--- config.mk ---
export PLATFORM = sky130hd
export DESIGN_NAME = sc_rx_ctrl
export DESIGN_NICKNAME = d
export VERILOG_FILES = /design/src/rtl/sc_rx_pkg.sv /design/src/rtl/sc_rx_shift.sv /design/src/rtl/sc_wait_timer.sv /design/src/rtl/sc_rx_regs.sv /design/src/rtl/sc_rx_ctrl.sv
export SDC_FILE = /design/constraint.sdc
export NUM_CORES = 1
export LEC_CHECK = 0
export ABC_AREA = 1
export ABC_CLOCK_PERIOD_IN_PS = 2400
export CAP_MARGIN = 10
export CORE_MARGIN = 2
export CORE_UTILIZATION = 40
export DETAILED_ROUTE_END_ITERATION = 12
export PLACE_DENSITY = 0.63
export SLEW_MARGIN = 20
export SYNTH_ARGS = -nofsm -noshare
export SYNTH_HDL_FRONTEND = slang
export SYNTH_SLANG_ARGS = --single-unit
--- constraint.sdc ---
create_clock -name clk -period 2.4 [get_ports clk]
set_clock_uncertainty 0.15 [all_clocks]
set_input_delay 0.36 -clock clk [delete_from_list [all_inputs] [get_ports clk]]
set_output_delay 0.36 -clock clk [all_outputs]
set_load 0.02 [all_outputs]
--- src/rtl/sc_rx_pkg.sv ---
package sc_rx_pkg;

    typedef enum logic [1:0] {
        ADDR_CTRL = 2'd0,
        ADDR_STAT = 2'd1,
        ADDR_DATA = 2'd2,
        ADDR_WAIT = 2'd3
    } reg_addr_e;

    typedef enum logic [2:0] {
        RX_IDLE,
        RX_START,
        RX_BITS,
        RX_GAP,
        RX_NACK
    } rx_state_e;

endpackage

--- src/rtl/sc_rx_shift.sv ---
module sc_rx_shift
    import sc_rx_pkg::*;
#(
    parameter int OVS       = 8,
    parameter int NACK_ETUS = 1
) (
    input  logic       clk,
    input  logic       rst_n,
    input  logic       enable,
    input  logic       mode_t1,
    input  logic       tick,
    input  logic       line,
    output logic       start_seen,
    output logic       char_done,
    output logic [7:0] char_data,
    output logic       char_par_ok,
    output logic       drive_low
);
    localparam int NACK_TICKS = OVS * NACK_ETUS;
    localparam int CW = $clog2(NACK_TICKS + 1);
    localparam logic [CW-1:0] HALF_END = CW'(OVS / 2 - 1);
    localparam logic [CW-1:0] ETU_END  = CW'(OVS - 1);
    localparam logic [CW-1:0] NACK_END = CW'(NACK_TICKS - 1);

    typedef struct packed {
        rx_state_e     st;
        logic [CW-1:0] tcnt;
        logic [3:0]    nbit;
        logic [8:0]    sh;
        logic          prev;
        logic          drive;
    } shr_t;

    shr_t q, d;
    logic [8:0] sh_in;

    assign sh_in       = {line, q.sh[8:1]};
    assign char_data   = sh_in[7:0];
    assign char_par_ok = ~^sh_in;
    assign drive_low   = q.drive;

    always_comb begin
        d          = q;
        start_seen = 1'b0;
        char_done  = 1'b0;
        if (tick) begin
            d.prev = line;
        end
        case (q.st)
            RX_IDLE: begin
                if (tick && q.prev && !line) begin
                    d.st       = RX_START;
                    d.tcnt     = '0;
                    start_seen = 1'b1;
                end
            end
            RX_START: begin
                if (tick) begin
                    if (q.tcnt == HALF_END) begin
                        d.tcnt = '0;
                        d.nbit = '0;
                        d.st   = line ? RX_IDLE : RX_BITS;
                    end else begin
                        d.tcnt = q.tcnt + 1'b1;
                    end
                end
            end
            RX_BITS: begin
                if (tick) begin
                    if (q.tcnt == ETU_END) begin
                        d.tcnt = '0;
                        d.sh   = sh_in;
                        d.nbit = q.nbit + 1'b1;
                        if (q.nbit == 4'd8) begin
                            char_done = 1'b1;
                            d.st = (!mode_t1 && !char_par_ok) ? RX_GAP : RX_IDLE;
                        end
                    end else begin
                        d.tcnt = q.tcnt + 1'b1;
                    end
                end
            end
            RX_GAP: begin
                if (tick) begin
                    if (q.tcnt == HALF_END) begin
                        d.tcnt  = '0;
                        d.drive = 1'b1;
                        d.st    = RX_NACK;
                    end else begin
                        d.tcnt = q.tcnt + 1'b1;
                    end
                end
            end
            RX_NACK: begin
                if (tick) begin
                    if (q.tcnt == NACK_END) begin
                        d.tcnt  = '0;
                        d.drive = 1'b0;
                        d.st    = RX_IDLE;
                    end else begin
                        d.tcnt = q.tcnt + 1'b1;
                    end
                end
            end
            default: d.st = RX_IDLE;
        endcase
        if (!enable) begin
            d.st       = RX_IDLE;
            d.tcnt     = '0;
            d.drive    = 1'b0;
            start_seen = 1'b0;
            char_done  = 1'b0;
        end
    end

    always_ff @(posedge clk or negedge rst_n) begin
        if (!rst_n) begin
            q.st    <= RX_IDLE;
            q.tcnt  <= '0;
            q.nbit  <= '0;
            q.sh    <= '0;
            q.prev  <= 1'b1;
            q.drive <= 1'b0;
        end else begin
            q <= d;
        end
    end

endmodule

--- src/rtl/sc_wait_timer.sv ---
module sc_wait_timer #(
    parameter int OVS  = 8,
    parameter int WT_W = 8
) (
    input  logic            clk,
    input  logic            rst_n,
    input  logic            enable,
    input  logic            tick,
    input  logic            restart,
    input  logic [WT_W-1:0] limit,
    output logic            expire
);
    localparam int SW = (OVS > 1) ? $clog2(OVS) : 1;
    localparam logic [SW-1:0] SUB_END = SW'(OVS - 1);

    typedef struct packed {
        logic [SW-1:0]   sub;
        logic [WT_W-1:0] cnt;
    } wt_t;

    wt_t q, d;

    always_comb begin
        d      = q;
        expire = 1'b0;
        if (!enable || restart || (limit == '0)) begin
            d.sub = '0;
            d.cnt = '0;
        end else if (tick) begin
            if (q.sub == SUB_END) begin
                d.sub = '0;
                if (q.cnt == limit - 1'b1) begin
                    expire = 1'b1;
                    d.cnt  = '0;
                end else begin
                    d.cnt = q.cnt + 1'b1;
                end
            end else begin
                d.sub = q.sub + 1'b1;
            end
        end
    end

    always_ff @(posedge clk or negedge rst_n) begin
        if (!rst_n) begin
            q <= '0;
        end else begin
            q <= d;
        end
    end

endmodule

--- src/rtl/sc_rx_regs.sv ---
module sc_rx_regs
    import sc_rx_pkg::*;
#(
    parameter int WT_W = 8
) (
    input  logic            clk,
    input  logic            rst_n,
    input  logic            reg_wr,
    input  logic            reg_rd,
    input  logic [1:0]      reg_addr,
    input  logic [7:0]      reg_wdata,
    output logic [7:0]      reg_rdata,
    input  logic            char_done,
    input  logic [7:0]      char_data,
    input  logic            char_par_ok,
    input  logic            wt_expire,
    output logic            ctrl_en,
    output logic            ctrl_t1,
    output logic            ctrl_rie,
    output logic            ctrl_eonly,
    output logic [WT_W-1:0] wt_limit,
    output logic [7:0]      rx_data,
    output logic            flag_full,
    output logic            flag_perr,
    output logic            flag_ovr,
    output logic            flag_wterr,
    output logic            irq_rx,
    output logic            irq_err
);
    typedef struct packed {
        logic            en;
        logic            t1;
        logic            rie;
        logic            eonly;
        logic [WT_W-1:0] wt;
        logic [7:0]      data;
        logic            full;
        logic            perr;
        logic            ovr;
        logic            wterr;
    } regs_t;

    regs_t q, d;
    logic  store;

    always_comb begin
        d     = q;
        store = 1'b0;
        if (reg_wr) begin
            case (reg_addr)
                ADDR_CTRL: begin
                    d.en    = reg_wdata[0];
                    d.t1    = reg_wdata[1];
                    d.rie   = reg_wdata[2];
                    d.eonly = reg_wdata[3];
                end
                ADDR_STAT: begin
                    if (!reg_wdata[1]) d.perr  = 1'b0;
                    if (!reg_wdata[2]) d.ovr   = 1'b0;
                    if (!reg_wdata[3]) d.wterr = 1'b0;
                end
                ADDR_WAIT: d.wt = reg_wdata[WT_W-1:0];
                default: ;
            endcase
        end
        if (reg_rd && (reg_addr == ADDR_DATA)) begin
            d.full = 1'b0;
        end
        if (char_done && q.en) begin
            if (!char_par_ok) begin
                d.perr = 1'b1;
            end
            store = char_par_ok || q.t1;
            if (store) begin
                if (d.full) begin
                    d.ovr = 1'b1;
                end else begin
                    d.data = char_data;
                    d.full = 1'b1;
                end
            end
        end
        if (wt_expire) begin
            d.wterr = 1'b1;
        end
    end

    always_ff @(posedge clk or negedge rst_n) begin
        if (!rst_n) begin
            q <= '0;
        end else begin
            q <= d;
        end
    end

    always_comb begin
        case (reg_addr)
            ADDR_CTRL: reg_rdata = {4'b0, q.eonly, q.rie, q.t1, q.en};
            ADDR_STAT: reg_rdata = {4'b0, q.wterr, q.ovr, q.perr, q.full};
            ADDR_DATA: reg_rdata = q.data;
            default:   reg_rdata = 8'(q.wt);
        endcase
    end

    assign ctrl_en    = q.en;
    assign ctrl_t1    = q.t1;
    assign ctrl_rie   = q.rie;
    assign ctrl_eonly = q.eonly;
    assign wt_limit   = q.wt;
    assign rx_data    = q.data;
    assign flag_full  = q.full;
    assign flag_perr  = q.perr;
    assign flag_ovr   = q.ovr;
    assign flag_wterr = q.wterr;
    assign irq_rx     = q.rie && !q.eonly && q.full;
    assign irq_err    = q.rie && (q.perr || q.ovr || q.wterr);

endmodule

--- src/rtl/sc_rx_ctrl.sv ---
module sc_rx_ctrl
    import sc_rx_pkg::*;
#(
    parameter int OVS       = 8,
    parameter int NACK_ETUS = 1,
    parameter int WT_W      = 8
) (
    input  logic       clk,
    input  logic       rst_n,
    input  logic       smp_tick,
    input  logic       io_in,
    output logic       io_drive_low,
    input  logic       reg_wr,
    input  logic       reg_rd,
    input  logic [1:0] reg_addr,
    input  logic [7:0] reg_wdata,
    output logic [7:0] reg_rdata,
    output logic       irq_rx,
    output logic       irq_err
);
    logic            ctrl_en, ctrl_t1, ctrl_rie, ctrl_eonly;
    logic [WT_W-1:0] wt_limit;
    logic            start_seen, char_done, char_par_ok, wt_expire;
    logic [7:0]      char_data, rx_data;
    logic            flag_full, flag_perr, flag_ovr, flag_wterr;

    sc_rx_shift #(.OVS(OVS), .NACK_ETUS(NACK_ETUS)) shift_i (
        .clk         (clk),
        .rst_n       (rst_n),
        .enable      (ctrl_en),
        .mode_t1     (ctrl_t1),
        .tick        (smp_tick),
        .line        (io_in),
        .start_seen  (start_seen),
        .char_done   (char_done),
        .char_data   (char_data),
        .char_par_ok (char_par_ok),
        .drive_low   (io_drive_low)
    );

    sc_wait_timer #(.OVS(OVS), .WT_W(WT_W)) wtimer_i (
        .clk     (clk),
        .rst_n   (rst_n),
        .enable  (ctrl_en),
        .tick    (smp_tick),
        .restart (start_seen),
        .limit   (wt_limit),
        .expire  (wt_expire)
    );

    sc_rx_regs #(.WT_W(WT_W)) regs_i (
        .clk         (clk),
        .rst_n       (rst_n),
        .reg_wr      (reg_wr),
        .reg_rd      (reg_rd),
        .reg_addr    (reg_addr),
        .reg_wdata   (reg_wdata),
        .reg_rdata   (reg_rdata),
        .char_done   (char_done),
        .char_data   (char_data),
        .char_par_ok (char_par_ok),
        .wt_expire   (wt_expire),
        .ctrl_en     (ctrl_en),
        .ctrl_t1     (ctrl_t1),
        .ctrl_rie    (ctrl_rie),
        .ctrl_eonly  (ctrl_eonly),
        .wt_limit    (wt_limit),
        .rx_data     (rx_data),
        .flag_full   (flag_full),
        .flag_perr   (flag_perr),
        .flag_ovr    (flag_ovr),
        .flag_wterr  (flag_wterr),
        .irq_rx      (irq_rx),
        .irq_err     (irq_err)
    );

endmodule

# ---- Word level (Yosys, flattened, before mapping)
# Cells that the tools add are included.
dict set report classes {
  bitwise_logic 1
  n_reduce_logical 37
  n_addsub 5
  muxes 56
  n_eq_ne 29
}
# operator n
set ops {}
lappend ops {{$mux 11} 3}
lappend ops {{$ne 3x3->1 const B} 11}
lappend ops {{$mux 7} 4}
lappend ops {{$mux 3} 9}
lappend ops {{$mux 1} 26}
lappend ops {{$pmux 8 s3} 1}
lappend ops {{$mux 20} 1}
lappend ops {{$pmux 4 s5} 1}
lappend ops {{$mux 8} 2}
lappend ops {{$pmux 3 s5} 1}
lappend ops {{$mux 13} 1}
lappend ops {{$mux 4} 3}
lappend ops {{$reduce_and 10->1} 1}
lappend ops {{$reduce_and 5->1} 2}
lappend ops {{$reduce_bool 2->1} 5}
lappend ops {{$reduce_and 3->1} 3}
lappend ops {{$reduce_xnor 9->1} 1}
lappend ops {{$add 4x1->4 const B} 2}
lappend ops {{$add 8x1->8 const B} 1}
lappend ops {{$eq 8x8->1} 1}
lappend ops {{$logic_and 1x1->1} 8}
lappend ops {{$logic_not 8->1} 1}
lappend ops {{$pmux 4 s2} 1}
lappend ops {{$sub 8x1->8 const B} 1}
lappend ops {{21 further kinds} 38}
dict set report word_totals {
  output_inout_bits 11
  inputBits 16
  word_cells 146
  reg_bits 57
}

# ---- Longest topological paths before layout
dict set report depth {
  word_depth 10
  mapped_depth 12
  depth_no_buf 12
}

# ---- By module
# Synthesis repeated with hierarchy kept, for this count alone.
dict set report unflattened {
  hier_cells 517
  hier_area_um2 3562.2
}
# mod area_per_inst_um2 instances cells_per_inst seq_area_each_um2
set modules_own_cells {}
lappend modules_own_cells {sc_rx_shift 1383.8 1 199 526.8}
lappend modules_own_cells {sc_rx_regs 1121.1 1 146 600.6}
lappend modules_own_cells {sc_wait_timer 1057.3 1 172 275.3}

# ---- Worst setup path before layout
# Ideal clock, no wire load.
dict set report synth_timing {
  path_kind {reg2reg}
  startpoint {register regs_i.q, in the netlist regs_i.wt_limit[0]}
  endpoint {register wtimer_i.q[2] (netlist name)}
  n_path_buf 0
  path_slack_ns 0.638
  path_stages_with_launch 11
  synth_period_minus_slack_ns 1.762
  setup_ns 0.126
  required_time_ns 2.124
  arrival_ns 1.486
  path_cell_list {dfrtp_1 -> inv_1 -> ha_1 -> xor2_1 -> nand2_1 -> nor2_1 -> nand2_1 -> nor2_1 -> nand2_1 -> nand2_2 -> a21oi_1}
}
dict set report synth_via {
  elab_chain_cells 6
  elab_cells_between_ends 11
  classes_between {add/sub: 1; eq/ne: 1; mux: 4; reduce/logical: 5}
}
# element line
set synth_lines {}
lappend synth_lines {{start: declaration} sc_rx_regs.sv:43} ;# regs_t q, d;
lappend synth_lines {{start signal: assignment} sc_rx_regs.sv:90} ;# q <= '0;
lappend synth_lines {{start signal: assignment} sc_rx_regs.sv:92} ;# q <= d;
lappend synth_lines {{$sub 8x1->8} sc_wait_timer.sv:32} ;# if (q.cnt == limit - 1'b1) begin
lappend synth_lines {{$eq 8x8->1} sc_wait_timer.sv:32}
lappend synth_lines {{$mux 8} sc_wait_timer.sv:32}
lappend synth_lines {{$mux 8} sc_wait_timer.sv:30} ;# if (q.sub == SUB_END) begin
lappend synth_lines {{$mux 11} sc_wait_timer.sv:29} ;# end else if (tick) begin
lappend synth_lines {{$mux 11} sc_wait_timer.sv:26} ;# if (!enable || restart || (limit == '0)) begin
lappend synth_lines {{end signal: assignment} sc_wait_timer.sv:46} ;# q <= '0;
lappend synth_lines {{end signal: assignment} sc_wait_timer.sv:48} ;# q <= d;
lappend synth_lines {{end: declaration} sc_wait_timer.sv:21} ;# wt_t q, d;
# Several ways; a longest one is shown, not always the timed one. The select of a mux whose other input is x is not followed.
# A chain may end at the register's enable or synchronous reset.

# ---- Worst setup path in the final report
dict set report layout_timing {
  startpoint {input reg_addr[0]}
  endpoint {output reg_rdata[0]}
}
dict set report layout_via {
  elab_chain_cells 2
  elab_cells_between_ends 4
  classes_between {eq/ne: 2; mux: 1; reduce/logical: 1}
}
# element line
set layout_lines {}
lappend layout_lines {{start: declaration} sc_rx_ctrl.sv:15} ;# input logic [1:0] reg_addr,
lappend layout_lines {{$eq 2x2->1 (tied with other cells)} sc_rx_regs.sv:97} ;# case (reg_addr)
lappend layout_lines {{$pmux 8 s3 (*)} sc_rx_regs.sv:97}
lappend layout_lines {{end: declaration} sc_rx_ctrl.sv:17} ;# output logic [7:0] reg_rdata,
# Every way passes the cells marked *; elsewhere a longest branch is shown, timed or not.

==> results.cfg <==
[synth]
ys_async_sr_fraction_pct = 100.0
yosys.area_share.xor_xnor_pct = 4.089
ys_top_cells_by_count = 132 x nand2_1, 55 x dfrtp_1, 55 x inv_1
synth_most_common_cell = nand2_1
syn_nets = 472
synthMuxAreaShare_pct = 0.6207
avgSynthCellArea_um2 = 7.650
ys_seq_elements = 56
synthAdderAreaFrac_pct = 2.921
synth_top_cell_by_area = dfrtp_1
synth_compound_area_share_pct = 10.62
synth-simple-area-share_pct = 32.75
yosysWarnings = 0
synth-main-ff-cell = dfrtp_1
seq_area_frac_synth_pct = 40.93
synth-edff-count = 0
ys_top_cells_by_area = dfrtp_1 40%, nand2_1 14%, inv_1 6.0%, o21ai_0 4.7%, nand3_1 4.1%
synth_cell_types = 43
syn_area_um2 = 3427
synth_cells = 448
synth_top_family_by_area = simple AND/OR/NAND/NOR gates
synth_top_cell_area_share_pct = 40.16

[global_routing]
grt_pass1_vias = 2784
grtUsageTotal_pct = 17.54
grt_pass1_wl_um = 12870
antenna_found_initial = 0
grt_overflow = 0
grt_max_degree = 57

[floorplan]
core.rowCount = 33
die_h_um = 96.56
core_region_area_um2 = 8258
start_util_pct = 41.50
ios = 27
die-area_um2 = 9324
die_w_um = 96.56

[cts]
cts_tree = built
cts_setup_buffers = 0
path_clk_slew_ns = 0.11
root_buffer = clkbuf_8
cts_buffers = 5
cts.path.max_buffers = 2
clk-insertion-delay-late_ns = 0.31
h-tree-depth = 2
numClockSinks = 56

[setup_path]
cp.arrival_ns = 1.82
r2r_cells = 11
r2r_slack_ns = 0.42
end_kind = output port
critPathMaxFanout = 5
worstReg2RegEnd = wtimer_i.q[2]
start_kind = input port
required_ns = 1.89
r2r_start = regs_i.wt_limit[0]
critPathKind = in2out

[pwr]
p_seq_share_pct = 48.0
p_sw_share_pct = 36.64
combPwrFrac_pct = 30.6
internal_power_mw = 1.557
p_sw_mw = 0.9002
total_power_mw = 2.457
p_clk_share_pct = 21.4
vdd_drop_max_v = 0.0004402
p_leak_nw = 1.924
powerDensity_nw_per_um2 = 621.7

[finish]
multi_input_comb_area_um2 = 1754
antenna_cells = 0
fill_cells = 841
final-seq-area_um2 = 1403
drive_gt1_share_pct = 12.19
nets = 507
area_growth_pct = 15.33
utilization_pct = 47.86

[worst_hold_path]
hold_start = regs_i.rx_data[5]
holdPathStages = 2
hold_class = reg2reg
holdPathEnd = regs_i.rx_data[5]

[sta]
post-route-period-util_pct = 97.01
slew_violations = 0
hold_violations = 0
clock.fmax_mhz = 429.5
relSlewSlack_pct = 63.26
setup_tns_ns = 0
rsz0062_at_grt = no
timing.final.crit_period_ns = 2.328
worst_pin_slew_ns = 0.5496
setup_viol = 0

[detailed_routing]
vias = 2921
routed_wirelength_um = 7532
ant_nets = 0
first_pass_iters = 4
post_drt_wl_per_cell_um = 12.79
dr.first_iter.drc_count = 182
drc_errors = 0
vias_per_cell = 4.959

[place]
portBuffers = 26
gp_congestion = 0.8653
hpwl_um = 5807

[flow_run]
maxCapViolCount = 0

[outcome]
status = completed
==> stage by stage <==
stage	hold slack, ns	instances	area [um^2]	worst slack (ns)
floorplan	-0.08559	448	3427	0.6381
global placement	0.2399	580	3854	-0.1573
detailed placement	0.2400	580	3854	-0.2044
CTS	0.3398	589	3943	0.01444
global route	0.3756	589	3953	0.01603
finish	0.3468	589	3953	0.07177
==> power by group through the flow <==
stage / registers (mW) / clock network (mW) / logic, mW
6_report: 1.18 / 0.525 / 0.753
3_3_place_gp: 1.19 / 0 / 0.747
2_1_floorplan: 1.18 / 0 / 0.549
4_1_cts: 1.18 / 0.547 / 0.761
3_5_place_dp: 1.20 / 0 / 0.764
5_1_grt: 1.20 / 0.591 / 0.866
==> how the worst max path moves through the flow <==
stage / end / cells after the start / from
CTS: reg_rdata[1] / 6 / reg_addr[1]
global placement: reg_rdata[0] / 6 / reg_addr[1]
detailed placement: reg_rdata[1] / 6 / reg_addr[1]
global route: reg_rdata[2] / 6 / reg_addr[0]
floorplan: wtimer_i.q[2] / 10 / regs_i.wt_limit[0]
finish: reg_rdata[0] / 6 / reg_addr[0]
==> routing by layer <==
metal | share of wire, % | vias to the layer above | routed length [um] | global-route usage, %
met5 | 0 | - | 0 | 0
met2 | 47 | 32 | 3525 | 30.27
met3 | 2.6 | 4 | 196 | 2.560
met4 | 0.40 | 0 | 30 | 2.934
met1 | 50 | 1375 | 3780 | 23.82
li1 | - | 1510 | - | -
==> placed cells by master (no fill, tap or decap), types with 2 or more instances in the layout <==
cell             count
dlygate4sd2_1        7
nor2_2               6
inv_1               55
dfrtp_1             55
nor3_4               2
buf_4                5
xnor2_1              6
clkdlybuf4s50_1     16
a21oi_1             11
nor2_1              31
nand4_1             11
nand2_2              6
nor3_1               3
clkbuf_8             5
nand3_1             28
o22ai_1              4
inv_2                7
xor2_1              10
a21oi_2              4
nand2_1            132
nand3_2              7
o21ai_0             32
a221oi_1             2
ha_1                 8
nor2_4               2
o2111ai_1            2
buf_12               2
==> sequential cells by signal, summed over array words and instances, names as in the netlist, 8 cells and up <==
signal             flops
shift_i.char_data      8
regs_i.rx_data         8
shift_i.q             12
regs_i.wt_limit        8
wtimer_i.q            11
==> cell type report <==
type,instances,area share [%]
clock buffers,6,1.836
clock inverters,2,0.4115
inverters,63,6.046
multi-input cells,323,44.38
flip-flops and latches,56,35.49
well taps,105,3.324
repair buffers,34,8.515
==> cells by family (layout without fill, tap and decap cells) <==
kind of cell	count (synthesis)	after routing
AO/OA/AOI/OAI	62	62
XOR/XNOR	16	16
adder cells (fa/ha/maj)	8	8
buffers and inverters	69	105
flip-flops	56	56
multiplexers	2	2
AND/OR/NAND/NOR	235	235
==> repair_timing <==
action                                 4_1_cts  5_1_grt
resized for setup                            8        4
setup endpoints to repair                    8        4
endpoints found under the hold margin       55        0
hold buffers                                 1        0
cloned                                       0        0
==> worst max-delay path: stages <==
cell,delay (ns)
clkdlybuf4s50_1,0.48
buf_4,0.13
nor2_1,0.08
a221oi_1,0.31
o21ai_0,0.13
dlygate4sd2_1,0.33
No activity file was read; power rests on OpenSTA's default activity.
